## config.mk

```make
export PLATFORM = sky130hd
export DESIGN_NAME = fcmp_flags
export DESIGN_NICKNAME = d
export VERILOG_FILES = /design/src/rtl/fcmp_pkg.sv /design/src/rtl/fcmp_classify.sv /design/src/rtl/fcmp_order.sv /design/src/rtl/fcmp_flags.sv
export SDC_FILE = /design/constraint.sdc
export NUM_CORES = 1
export LEC_CHECK = 0
export BUFFER_PORTS_ARGS = -buffer_cell sky130_fd_sc_hd__buf_4
export CAP_MARGIN = 20
export CORE_UTILIZATION = 25
export DETAILED_ROUTE_END_ITERATION = 8
export PLACE_DENSITY = 0.51
export SETUP_SLACK_MARGIN = 0.2
export SLEW_MARGIN = 10
export SYNTH_ARGS = -nofsm -noshare
export SYNTH_HDL_FRONTEND = slang
export SYNTH_SLANG_ARGS = --single-unit
```

## constraint.sdc

```tcl
create_clock -name vclk -period 5.7
set_input_delay 0 -clock vclk [all_inputs]
set_output_delay 0 -clock vclk [all_outputs]
set_load 0.02 [all_outputs]
```

## src/rtl/fcmp_pkg.sv

```systemverilog
package fcmp_pkg;
  localparam logic [3:0] FLAGS_EQ = 4'b0110;
  localparam logic [3:0] FLAGS_LT = 4'b1000;
  localparam logic [3:0] FLAGS_GT = 4'b0010;
  localparam logic [3:0] FLAGS_UN = 4'b0011;

  typedef struct packed {
    logic nan;        // exponent all ones, fraction nonzero
    logic quiet_clr;  // fraction MSB clear
    logic mag_zero;   // all bits below the sign are zero
    logic neg;        // sign bit
  } opnd_cls_t;
endpackage

```

## src/rtl/fcmp_classify.sv

```systemverilog
module fcmp_classify
  import fcmp_pkg::*;
#(
  parameter int EXP_W  = 8,
  parameter int FRAC_W = 23
) (
  input  logic [EXP_W+FRAC_W:0] word_i,
  output opnd_cls_t             cls_o
);
  localparam int W = EXP_W + FRAC_W + 1;

  logic [EXP_W-1:0]  expo;
  logic [FRAC_W-1:0] frac;

  assign expo = word_i[W-2 -: EXP_W];
  assign frac = word_i[FRAC_W-1:0];

  always_comb begin
    cls_o.nan       = (&expo) && (|frac);
    cls_o.quiet_clr = ~frac[FRAC_W-1];
    cls_o.mag_zero  = ~|word_i[W-2:0];
    cls_o.neg       = word_i[W-1];
  end
endmodule

```

## src/rtl/fcmp_order.sv

```systemverilog
module fcmp_order
  import fcmp_pkg::*;
#(
  parameter int W = 32
) (
  input  logic [W-1:0] a_i,
  input  logic [W-1:0] b_i,
  input  logic         a_neg_i,
  input  logic         b_neg_i,
  input  logic         a_zero_i,
  input  logic         b_zero_i,
  output logic [3:0]   flags_o
);
  logic raw_lt;

  assign raw_lt = a_i < b_i;

  always_comb begin
    if ((a_i == b_i) || (a_zero_i && b_zero_i)) begin
      flags_o = FLAGS_EQ;
    end else if (a_neg_i != b_neg_i) begin
      flags_o = a_neg_i ? FLAGS_LT : FLAGS_GT;
    end else if (a_neg_i ^ raw_lt) begin
      flags_o = FLAGS_LT;
    end else begin
      flags_o = FLAGS_GT;
    end
  end
endmodule

```

## src/rtl/fcmp_flags.sv

```systemverilog
module fcmp_flags
  import fcmp_pkg::*;
#(
  parameter int EXP_W  = 8,
  parameter int FRAC_W = 23
) (
  input  logic [EXP_W+FRAC_W:0] opa_i,
  input  logic [EXP_W+FRAC_W:0] opb_i,
  input  logic                  signal_all_i,
  input  logic                  vs_zero_i,
  output logic [3:0]            nzcv_o,
  output logic                  invalid_o
);
  localparam int W     = EXP_W + FRAC_W + 1;
  localparam int N_OPS = 2;

  logic [W-1:0] opnd [N_OPS];
  opnd_cls_t    cls  [N_OPS];
  logic [3:0]   ord_flags;
  logic         unord;
  logic [N_OPS-1:0] op_inv;

  assign opnd[0] = opa_i;
  assign opnd[1] = vs_zero_i ? '0 : opb_i;

  for (genvar g = 0; g < N_OPS; g++) begin : g_cls
    fcmp_classify #(.EXP_W(EXP_W), .FRAC_W(FRAC_W)) u_cls (
      .word_i (opnd[g]),
      .cls_o  (cls[g])
    );
    assign op_inv[g] = cls[g].nan && (signal_all_i || cls[g].quiet_clr);
  end

  fcmp_order #(.W(W)) u_order (
    .a_i      (opnd[0]),
    .b_i      (opnd[1]),
    .a_neg_i  (cls[0].neg),
    .b_neg_i  (cls[1].neg),
    .a_zero_i (cls[0].mag_zero),
    .b_zero_i (cls[1].mag_zero),
    .flags_o  (ord_flags)
  );

  assign unord     = cls[0].nan || cls[1].nan;
  assign nzcv_o    = unord ? FLAGS_UN : ord_flags;
  assign invalid_o = |op_inv;

  always_comb begin

    legal_code_chk: assert (nzcv_o == FLAGS_EQ || nzcv_o == FLAGS_LT ||
                            nzcv_o == FLAGS_GT || nzcv_o == FLAGS_UN)
      else $error("R8 illegal condition code %b", nzcv_o);

    inv_needs_nan_chk: assert (!invalid_o || nzcv_o == FLAGS_UN)
      else $error("R9 invalid raised on ordered operands");

    zeros_equal_chk: assert (!(opa_i[W-2:0] == '0 && opnd[1][W-2:0] == '0) ||
                             nzcv_o == FLAGS_EQ)
      else $error("R4 signed zeros not equal");

    sign_split_chk: assert (!(nzcv_o != FLAGS_UN && opa_i[W-1] != opnd[1][W-1] &&
                              !(cls[0].mag_zero && cls[1].mag_zero)) ||
                            nzcv_o == (opa_i[W-1] ? FLAGS_LT : FLAGS_GT))
      else $error("R5 mixed-sign order wrong");

    sig_any_nan_chk: assert (!(signal_all_i && nzcv_o == FLAGS_UN) || invalid_o)
      else $error("R3 signalling compare missed invalid");
  end
endmodule

```

==> results.yml, run 1 <==
placed_design:
  place_congestion: 0.773
  port-buffer-count: 71
  dp_cells: 280
  detailedPlace.worstSlack_ns: 3.43
  hpwlAfterDp_mm: 3.39
clock_network:
  holdBufCountCts: 0
  post_cts_resized: 0
  post_cts_buffers: 0
global_routing:
  grt_first_pass_wirelength_mm: 6.21
  grt.total_usage_pct: 14.9
  antenna_found_initial: 0
  grt_max_degree: 34
  gr-total-overflow: 0
  grt_pass1_vias: 1424
timing:
  fmax_mhz: 443
  period_minus_slack_ns: 2.26
  hold_viol: 0
  maxSlewViolCount: 0
  slew_headroom_pct: 67.4
  finalSetupViolations: 0
  worst_slack_ns: 3.44
  finalCritPeriodShare_pct: 39.6
  final.setup.tns_ns: 0
  tightest_slew_ns: 0.485
  rsz0062_at_grt: "no"
logic_synthesis:
  yosysTopAreaCell: "ha_1"
  synth.top_cell.area_share_pct: 34.3
  synthMuxAreaShare_pct: 0
  synthAdderAreaFrac_pct: 34.3
  synth_common_cells: "ha_1, nand2b_1, nor4_1"
  ys_seq_area_share_pct: 0
  synth_area_mm2: 0.00117
  synth_xor_area_share_pct: 0
  ys_top_cells_by_area: "ha_1, nand2b_1, nor4_1"
  yosys.area_share.simple_pct: 44.0
  synth_compound_area_share_pct: 18.5
  synth_top_family_by_area: "simple AND/OR/NAND/NOR gates"
  synth_warnings: 0
  synth_cells: 161
  yosysMostFrequentCell: "ha_1"
  avgSynthCellArea_um2: 7.24
  synth_cell_type_count: 30
  syn_nets: 259
critical_path:
  crit_path_max_fanout: 33
  worstSetupStartpoint: "vs_zero_i"
  critPathKind: "in -> out"
  arrival_ns: 2.26
  required_ns: 5.70
  crit_path_start_kind: "primary input"
  endpoint: "nzcv_o[3]"
  cp-end-kind: "output port"
hold_path:
  hp-start: "signal_all_i"
  hp-class: "in -> out"
route:
  ant_nets: 0
  viasPerCell: 5.05
  vias: 1414
  wirelength_mm: 3.79
  drt_iter0_markers: 41
  post_drt_wl_per_cell_um: 13.5
  first_pass_iters: 4
  drc: 0
run_status:
  status: "completed"
floorplan:
  die_w_um: 70.3
  pin_count: 71
  rows: 24
  dieArea_mm2: 0.00494
  start_util_pct: 26.4
  die_h_um: 70.3
  coreArea_mm2: 0.00441
cells_and_area:
  area_growth_pct: 49.7
  instances_no_fill: 280
  n_antenna_cell: 0
  fin_nets: 328
  n_sequential_cell: 0
  regArea_um2: 0
  clock_buffers: 0
  drive_above_1_share_pct: 32.0
power:
  irDropWorstVdd_v: 0.0000208
  p_leak_nw: 0.808
  p_per_area_mw_per_mm2: 65.4
job:
  maxCapViolations: 0
[worst max-delay path: stages]
cell and delay [ns]:
buf_4 0.20, nand2b_1 0.17, ha_1 0.30, and4_4 0.21, nand2_1 0.06, o2bb2ai_1 0.07, o41a_1 0.42, o31a_1 0.28
a2111oi_2 0.35, buf_4 0.20
[worst min path at each step]
stage | depth (start not counted) | slack [ns] | end
floorplan | 1 | 0.19 | invalid_o
global placement | 3 | 0.30 | invalid_o
detailed placement | 3 | 0.30 | invalid_o
CTS | 3 | 0.30 | invalid_o
global route | 3 | 0.32 | invalid_o
finish | 3 | 0.30 | invalid_o
[cell usage in the layout, fill, tap and decap left out]
| cell | n |
|---|---|
| a21o_1 | 3 |
| buf_4 | 71 |
| nor3_1 | 6 |
| a21boi_0 | 1 |
| nand2b_1 | 31 |
| o211ai_1 | 1 |
| o21ai_0 | 4 |
| inv_1 | 5 |
| or3_1 | 1 |
| o2111ai_1 | 1 |
| a2111o_1 | 1 |
| o2bb2ai_1 | 1 |
| o31a_1 | 1 |
| nor4_1 | 15 |
| o41a_1 | 1 |
| a2111oi_2 | 1 |
| o31ai_1 | 1 |
| and4_4 | 1 |
| nor2b_1 | 4 |
| nand3_1 | 4 |
| o21ai_1 | 1 |
| and4_1 | 2 |
| nor2_1 | 2 |
| nand2_1 | 12 |
| o21a_1 | 1 |
| a21oi_1 | 13 |
| nand4_1 | 10 |
| a221oi_1 | 1 |
| ha_1 | 32 |
[per-layer routing]
metal  part of all wire (%)  vias up  routed length, um  track usage (%)
met5                      0        -                  0                0
met4                      0        0                  0                0
met2                     49       31               1850             27.9
met1                     47      624               1780             19.5
met3                    4.1        0                157             1.30
li1                       -      759                  -                -
[area by class of cell]
type               count  area (um2)
fillers              461        2670
repair buffers        71         533
well taps             52        65.1
multi-input cells    152        1130
inverters              5        18.8
[through the flow]
step	hold slack (ns)	instance area, um2	total power [mW]	utilization [%]
final	0.298	1750	0.114	39.5
after floorplan	0.188	1170	0.0557	-
after detailed placement	0.299	1750	0.115	39.5
after CTS	0.300	1750	0.115	39.5
after global routing	0.319	1750	0.129	39.5
after global placement	0.301	1750	0.116	39.5
[cell families after synthesis]
family,Yosys count
buffers and inverters,9
and+or+nand+nor,88
AOI/OAI and AO/OA,32
adders and majority gates,32
[where the power goes]
group	switching [mW]	internal (mW)
combinational	0.0513	0.0628
clock	0	0
sequential	0	0
Power figures use the tool's default switching activity.
==> run 2: changes to the inputs <==
clock period = 2.2 ns   (was 5.7 ns; I/O delays follow)
==> run 2 against run 1 <==
Hold slack got worse by 0.00062 ns. Cell count rose by 3.9%. Highest routed layer is now met4. Flip-flop and latch count did not move. Largest cell class unchanged. Count of clock-buffer cells in the layout did not move. Routed wire length rose by 19%. Total power rose to 3.6 times the previous value. Combinational power rose to 3.6 times the previous value. Final area rose by 31%. Non-clock buffer count rose by 11.
==> results.yml, run 2 (synthesis gave the netlist of run 1 again) <==
timing:
  hold_viol: 0
  finalSetupViolations: 0
  tightest_slew_ns: 0.386
  finalCritPeriodShare_pct: 93.3
  period_minus_slack_ns: 2.05
  slew_headroom_pct: 74.0
  final.setup.tns_ns: 0
  maxSlewViolCount: 0
  fmax_mhz: 487
  rsz0062_at_grt: "yes"
route:
  wirelength_mm: 4.49
  wl_met2_mm: 2.36
  ant_nets: 0
  dr.max_layer_used: "met4"
  first_pass_iters: 4
  drt-met1-wl_mm: 1.95
  vias: 1529
  wl_met3_um: 165
  drt_iter0_markers: 35
  drc: 0
  post_drt_wl_per_cell_um: 15.4
  viasPerCell: 5.25
power:
  power_frac_seq_pct: 0
  clkPwrFrac_pct: 0
  p_switching_mw: 0.176
  p_leak_nw: 1.01
  pwr-share-comb_pct: 100.0
  swShare_pct: 42.3
  power.internal_mw: 0.240
  p_per_area_mw_per_mm2: 182
  irDropWorstVdd_v: 0.0000766
floorplan:
  coreArea_mm2: 0.00441
  rows: 24
  die_h_um: 70.3
  start_util_pct: 26.4
  dieArea_mm2: 0.00494
  pin_count: 71
  die_w_um: 70.3
critical_path:
  cp-end-kind: "output port"
  required_ns: 2.20
  crit_path_start_kind: "primary input"
  cp_slowest_cell: "o41a_1"
  crit_path_max_fanout: 8
  critical-path-top-delay-family: "compound AO/OA/AOI/OAI gates"
  crit_chain: "buf_16 -> nand2b_4 -> ha_4 -> a21oi_2 -> o21a_1 -> o2bb2ai_1 -> o41a_1 -> o31a_1 -> a2111oi_4 -> buf_4"
  arrival_ns: 2.05
  critPathKind: "in -> out"
  max_stage_delay_ns: 0.44
  crit_buf_inv: 2
  worstSetupStartpoint: "vs_zero_i"
placed_design:
  hpwlAfterDp_mm: 3.41
  place_congestion: 0.734
  port-buffer-count: 71
cells_and_area:
  n_sequential_cell: 0
  regArea_um2: 0
  clock_buffers: 0
  final_util_pct: 51.7
  final_cell_mix: "buf_4, ha_1, nand2b_4"
  fin_nets: 339
  drive_above_1_share_pct: 51.5
  fill_cells: 409
  area_growth_pct: 95.6
  final_common_cell: "buf_4"
  n_antenna_cell: 0
global_routing:
  grt_max_degree: 17
  gr-total-overflow: 0
  grt_first_pass_wirelength_mm: 7.20
  grt.total_usage_pct: 17.6
  grt_pass1_vias: 1546
  antenna_found_initial: 0
run_status:
  status: "completed"
hold_path:
  hp-start: "signal_all_i"
  hp-class: "in -> out"
clock_network:
  holdBufCountCts: 0
job:
  maxCapViolations: 0
run 2: cell count changes in the layout (fill, tap and decap cells not counted), sizes merged:
| cell | change |
|---|---|
| clkbuf | +1 |
| buf | +10 |
run 2: power by group through the flow:
| stage | Combinational (mW) | Clock, mW | Sequential, mW |
|---|---|---|---|
| floorplan | 0.147 | 0 | 0 |
| global placement | 0.303 | 0 | 0 |
| detailed placement | 0.302 | 0 | 0 |
| CTS | 0.383 | 0 | 0 |
| global route | 0.460 | 0 | 0 |
| finish | 0.416 | 0 | 0 |
run 2: metrics by stage:
stage                     power (mW)  instance area [um2]  std cells  setup slack, ns  hold WS [ns]
after floorplan                0.147                 1180        161            0.171         0.188
after global placement         0.303                 1780        283           0.0358         0.297
after detailed placement       0.302                 1780        283          0.00852         0.301
after CTS                      0.383                 2140        289            0.177         0.301
after global routing           0.460                 2280        291           0.0154         0.316
final                          0.416                 2280        291            0.148         0.298
run 2: what timing repair did:
action / in CTS / in global routing
pin swaps: 11 / 7
cloned: 3 / 1
setup buffers: 3 / 1
setup endpoints to repair: 3 / 2
gates resized for setup: 35 / 14
run 2: worst paths after layout:
check	to	cells past startpoint
min	invalid_o	3
max	nzcv_o[3]	10
run 2: area by class of cell:
class	instances	area [um2]	share of cell area, %
multi-input cells	152	1480	64.9
repair buffers	82	717	31.4
well taps	52	65.1	2.85
inverters	5	18.8	0.823
run 2: metal layers:
layer  track usage (%)  up-vias
met5                 0        -
met4                 0        0
met3             0.866        2
met2              33.2       42
met1              23.0      700
li1                  -      785
run 2: tightest hold or removal path: stages:
cell	delay, ns
buf_4	0.07
a21o_1	0.09
buf_4	0.13
==> run 3: changes to the inputs <==
BUFFER_PORTS_ARGS = unset   (was -buffer_cell sky130_fd_sc_hd__buf_4)
DONT_BUFFER_PORTS = 1   (was unset)
PLACE_DENSITY = 0.38   (was 0.51)
==> run 3 against run 2 <==
Critical path depth down 2. Die area unchanged. First-iteration DRC count up 17%. Non-clock buffer count down 80. Hold slack worse by 0.11 ns. Utilization down 23 points. Final area down 45%. Sequential share of layout area unchanged. Flip-flop and latch count unchanged. Fmax up 7.5%. Combinational power down 56%. Cell count down 27%. Critical endpoint is now nzcv_o[1].
==> results.yml, run 3 (synthesis gave the netlist of run 1 again) <==
cells_and_area:
  n_sequential_cell: 0
  drive_above_1_share_pct: 5.66
  clock_buffers: 0
  n_antenna_cell: 0
  area_growth_pct: 8.26
  final_common_cell: "ha_1"
  final_cell_mix: "ha_1, nand2b_1, nor4_1"
  fin_nets: 259
  regArea_um2: 0
  fill_cells: 492
hold_path:
  hp-class: "in -> out"
critical_path:
  cp-end-kind: "output port"
  max_stage_delay_ns: 0.42
  required_ns: 2.20
  crit_path_start_kind: "primary input"
  arrival_ns: 1.91
  critical-path-top-delay-family: "compound AO/OA/AOI/OAI gates"
  crit_chain: "nand2b_1 -> ha_1 -> and4_4 -> nand2_1 -> o2bb2ai_1 -> o41a_1 -> o31a_1 -> a2111o_1"
  critPathKind: "in -> out"
  crit_path_max_fanout: 33
  cp_slowest_cell: "o41a_1"
  crit_buf_inv: 0
route:
  wl_met3_um: 298
  vias: 1233
  drt-met1-wl_mm: 1.54
  dr.max_layer_used: "met4"
  drt_iter0_markers: 41
  first_pass_iters: 4
  drc: 0
  post_drt_wl_per_cell_um: 17.5
  ant_nets: 0
  wl_met2_mm: 1.83
  wirelength_mm: 3.69
  viasPerCell: 5.84
power:
  p_leak_nw: 0.483
  irDropWorstVdd_v: 0.0000332
  p_per_area_mw_per_mm2: 147
timing:
  rsz0062_at_grt: "no"
  period_minus_slack_ns: 1.91
  maxSlewViolCount: 0
  final.setup.tns_ns: 0
  whs_ns: 0.190
  finalCritPeriodShare_pct: 86.8
  slew_headroom_pct: 67.2
  tightest_slew_ns: 0.487
  fmax_mhz: 524
  hold_viol: 0
  finalSetupViolations: 0
global_routing:
  grt.total_usage_pct: 14.1
  grt_max_degree: 34
  gr-total-overflow: 0
  grt_first_pass_wirelength_mm: 5.75
  antenna_found_initial: 0
  grt_pass1_vias: 1273
placed_design:
  place_congestion: 0.759
  port-buffer-count: 0
  hpwlAfterDp_mm: 3.32
floorplan:
  dieArea_mm2: 0.00494
  die_h_um: 70.3
  pin_count: 71
  coreArea_mm2: 0.00441
  start_util_pct: 26.4
  rows: 24
  die_w_um: 70.3
clock_network:
  post_cts_buffers: 0
  holdBufCountCts: 0
run_status:
  status: "completed"
job:
  maxCapViolations: 0
[run 3: area by class of cell]
type	instances	area, um2	share of cell area (%)
multi-input cells	152	1160	92.2
inverters	5	18.8	1.49
well taps	52	65.1	5.15
repair buffers	2	15.0	1.19
[run 3: metal layers]
layer | up-vias | global-route usage (%)
li1 | 619 | -
met1 | 563 | 16.4
met2 | 49 | 27.3
met3 | 2 | 2.89
met4 | 0 | 0.889
met5 | - | 0
[run 3: power by group]
| part | switching [mW] | leakage, nW | internal [mW] | total [mW] |
|---|---|---|---|---|
| logic | 0.0958 | 0.483 | 0.0895 | 0.185 |
| clock network | 0 | 0 | 0 | 0 |
| registers | 0 | 0 | 0 | 0 |
[run 3: worst paths after layout]
path | start | end | slack [ns] | cells after the start
max | vs_zero_i | nzcv_o[1] | 0.29 | 8
min | signal_all_i | invalid_o | 0.19 | 1
[run 3: stage by stage]
stage	utilization, %	setup WS, ns	cells	cell area, um2	total power, mW
2_1_floorplan	-	0.171	161	1180	0.147
3_3_place_gp	28.1	0.276	211	1240	0.174
3_5_place_dp	28.1	0.123	211	1240	0.178
4_1_cts	28.2	0.217	211	1250	0.180
5_1_grt	28.6	0.205	211	1260	0.211
6_report	28.6	0.290	211	1260	0.185
[run 3: timing repair]
item | CTS | global route
setup endpoints to repair | 2 | 2
resized for setup | 1 | 4
pin swaps | 0 | 1
hold endpoints to repair | 0 | 0
